<file path="config.mk">
export PLATFORM = sky130hd
export DESIGN_NAME = rom_bank_switch
export DESIGN_NICKNAME = d
export VERILOG_FILES = /design/src/rtl/rom_bank_switch.sv
export SDC_FILE = /design/constraint.sdc
export NUM_CORES = 1
export LEC_CHECK = 0
export ABC_AREA = 0
export BUFFER_PORTS_ARGS = -buffer_cell sky130_fd_sc_hd__buf_2
export CORE_AREA = 5 5 42 44
export CTS_CLUSTER_DIAMETER = 200
export DETAILED_ROUTE_END_ITERATION = 12
export DIE_AREA = 0 0 47 49
export GPL_TIMING_DRIVEN = 0
export SLEW_MARGIN = 40
export SYNTH_ARGS = -nofsm -noshare
export SYNTH_HDL_FRONTEND = slang
export SYNTH_SLANG_ARGS = --single-unit
</file>
<file path="constraint.sdc">
create_clock -name clk -period 0.8 [get_ports clk]
set_input_delay 0.04 -clock clk [delete_from_list [all_inputs] [get_ports clk]]
set_output_delay 0.04 -clock clk [all_outputs]
set_load 0.01 [all_outputs]
</file>
<file path="src/rtl/rom_bank_switch.sv">
module rom_bank_switch #(
  parameter int LO_W = 5,
  parameter int HI_W = 2,
  parameter logic [2:0] LO_SEL = 3'b001,
  parameter logic [2:0] HI_SEL = 3'b010
) (
  input  logic                 clk,
  input  logic                 rst_n,
  input  logic                 wr_en,
  input  logic [2:0]           addr_hi,
  input  logic [LO_W-1:0]      data_lo,
  output logic [LO_W+HI_W-1:0] rom_bank
);
  localparam int BANK_W = LO_W + HI_W;
  localparam logic [LO_W-1:0] LO_ONE = LO_W'(1);

  logic [LO_W-1:0] lo_q;
  logic [HI_W-1:0] hi_q;
  logic [LO_W-1:0] lo_eff;

  always_ff @(posedge clk) begin
    if (!rst_n) begin
      lo_q <= LO_ONE;
      hi_q <= '0;
    end else if (wr_en) begin
      if (addr_hi == LO_SEL) lo_q <= data_lo;
      if (addr_hi == HI_SEL) hi_q <= data_lo[HI_W-1:0];
    end
  end

  assign lo_eff   = (lo_q == '0) ? LO_ONE : lo_q;
  assign rom_bank = addr_hi[1] ? {hi_q, lo_eff} : BANK_W'(0);
endmodule


</file>
==> impl_metrics.env <==
export IMPL_area_growth_synth_to_final_pct=51.7
export IMPL_synth_cell_types=11
export IMPL_yosysWarningCount=0
export IMPL_tritoncts_clock_tree="built"
export IMPL_commonest_cells_after_routing_fill_and_taps_aside="sky130_fd_sc_hd__nand2_1 (11), sky130_fd_sc_hd__buf_2 (11), sky130_fd_sc_hd__buf_6 (7), sky130_fd_sc_hd__mux2i_1 (7), sky130_fd_sc_hd__and2_2 (6)"
export IMPL_design_die_area_um2=2300
export IMPL_worstSetupStartpoint="lo_q[1]$_SDFFE_PN0P_"
export IMPL_routed_via_count=331
export IMPL_cts_inserted_buffers=3
export IMPL_grt_first_pass_wirelength_um=1340
export IMPL_vias_in_the_first_global_route=318
export IMPL_place_congestion=0.652
export IMPL_worstPathMaxFanout=2
export IMPL_ratio_of_cells_with_drive_above_1_in_the_final_layout=0.557
export IMPL_max_slew_worst_pin_slew_ns=0.403
export IMPL_detail_route_iter0_violations=3
export IMPL_antennaDiodeCount=0
export IMPL_crit_path_capture="rom_bank[0]"
export IMPL_data_arrival_critical_path_ns=1.10
export IMPL_final_hold_violation_count=0
export IMPL_reg2reg_from="lo_q[1]$_SDFFE_PN0P_"
export IMPL_number_of_max_cap_violations=0
export IMPL_worst_skew_pair_late_latency_ns=0.25
export IMPL_final_period_utilization=1.42
export IMPL_cp_required_ns=0.76
export IMPL_grt_use_total=0.0825
export IMPL_globalRoute_totalOverflow=0
export IMPL_initial_utilization=0.259
export IMPL_cts_buffer_depth=2
export IMPL_cts_max_level=1
export IMPL_cts_root_buf="sky130_fd_sc_hd__clkbuf_4"
export IMPL_net_count_of_the_mapped_netlist=50
export IMPL_failed_checks="negative setup slack"
export IMPL_ys_ff_latch=7
export IMPL_status="complete, but fails checks"
export IMPL_timing_setup_critical_path_class="register to output port"
export IMPL_cts_sinks=7
export IMPL_netlist_top_cell_by_area="sky130_fd_sc_hd__dfxtp_1"
export IMPL_chip_height_um=49
export IMPL_min_period_ns=1.14
export IMPL_cp_start_kind="register"
export IMPL_post_synth_main_area_contributors="sky130_fd_sc_hd__dfxtp_1 (39%), sky130_fd_sc_hd__mux2i_1 (19%), sky130_fd_sc_hd__and2_2 (12%)"
export IMPL_antenna_nets_post_route=0
export IMPL_synth_cells=39
export IMPL_worst_hold_path_type="input port to register"
export IMPL_number_of_remaining_drc_errors=0
export IMPL_layout_nets=73
export IMPL_die_x_um=47
export IMPL_boundaryPins=18
export IMPL_grt_start_max_net_pins=11
export IMPL_maxSlewViolCount=0
export IMPL_initial_antenna_violation_count=0
export IMPL_clkSlewWorstSetupHoldPaths_ns=0.06
export IMPL_synth_cell_area_um2=363
export IMPL_port_buffers=17
export IMPL_placeableCoreArea_um2=1400
export IMPL_cellPowerDensity_nw_per_um2=1420
export IMPL_worst_ir_drop_vdd_v=0.000675
export IMPL_avgSynthCellArea_um2=9.30
export IMPL_total_leakage_power_nw=0.240
export IMPL_cts_hold_buf=0
export IMPL_worst_clock_skew_ns=0
export IMPL_setup_worst_path_end_class="output port"
export IMPL_drt_pre_antenna_iters=2
export IMPL_worst_r2r_setup_slack_ns=0.14
export IMPL_placement_setup_worst_slack_ns=-0.100
export IMPL_post_route_worst_setup_slack_ns=-0.337
export IMPL_p_total_uw=783
export IMPL_worst_slew_margin_rel=0.732
export IMPL_wl_per_cell_um=10.5
export IMPL_route_detailed_vias_per_inst=4.30
export IMPL_rr_worst_depth=3
export IMPL_hpwlAfterDp_um=603
export IMPL_route_final_wire_length_um=809
export IMPL_timing_fmax_mhz=879
export IMPL_filler_cell_count=149
export IMPL_grt_setup_unrepaired="yes"
export IMPL_capturing_point_of_the_worst_reg2reg_path="lo_q[1]$_SDFFE_PN0P_"
export IMPL_yosysTopAreaCellShare=0.386
export IMPL_floorplan_rows=14
export IMPL_setup_viol_count_final=7
export IMPL_ys_seq_area_frac=0.386
per-stage QoR:
stage	util	area, um2	hold WS, ns	TNS [ns]	instances
after floorplan	-	363	0.182	0	39
after global placement	0.334	468	0.290	-0.256	72
after detailed placement	0.334	468	0.296	-0.260	72
after CTS	0.393	551	0.0127	-1.10	77
after global routing	0.393	551	0.0333	-1.28	77
final	0.393	551	0.0229	-1.00	77
worst max-delay path, cell delays in order, from the launching register on:
cell	delay, ns
sky130_fd_sc_hd__dfxtp_2	0.32
sky130_fd_sc_hd__nor4_2	0.26
sky130_fd_sc_hd__o21a_1	0.14
sky130_fd_sc_hd__buf_2	0.12
Yosys cell counts (all sizes together):
master and count:
mux2i 7, o21a 1, dfxtp 7, and2 6, nor4 1, clkbuf 1, nor2b 2, buf 1
nand2 11, and4bb 2
final cells by class:
class	count	area, um2	area share
clock buffer	4	26.3	0.0477
buffer	2	15.0	0.0273
tap	16	20.0	0.0364
sequential	7	145	0.264
multi-input combinational	30	214	0.389
timing repair buffer	18	130	0.236
layer usage:
metal / GRT usage / share of wire / up-vias
met3: 0.0148 / 0.078 / 0
li1: - / - / 175
met4: 0.0829 / 0 / 0
met2: 0.104 / 0.46 / 10
met1: 0.108 / 0.46 / 146
met5: 0 / 0 / -
sequential cells by signal, summed over array words and instances, names as in the netlist:
signal and cells:
hi_q 2, lo_q 5
where the power goes:
part,internal [mW],switching (mW)
clock network,0.191,0.136
registers,0.358,0.00490
logic,0.0525,0.0421
total,0.601,0.183
cell families after synthesis:
group	count (synthesis)	synth area share
buf+inv	2	0.0414
simple gates	22	0.359
mux	7	0.193
flops	7	0.386
compound gates	1	0.0207
how the worst min path moves through the flow:
stage / to / startpoint / cells past startpoint / slack (ns)
floorplan: hi_q[0]$_SDFFE_PN0P_ / data_lo[0] / 2 / 0.18
global placement: lo_q[2]$_SDFFE_PN0P_ / data_lo[2] / 3 / 0.29
detailed placement: lo_q[3]$_SDFFE_PN0P_ / data_lo[3] / 3 / 0.30
CTS: lo_q[3]$_SDFFE_PN0P_ / data_lo[3] / 3 / 0.01
global route: lo_q[4]$_SDFFE_PN0P_ / data_lo[4] / 3 / 0.03
finish: lo_q[3]$_SDFFE_PN0P_ / data_lo[3] / 3 / 0.02
repair_timing:
action,in CTS,in global routing
setup endpoints to repair,7,7
gates resized for setup,11,0
pin swaps,1,0
setup buffers,1,0
Power figures use the tool's default switching activity.
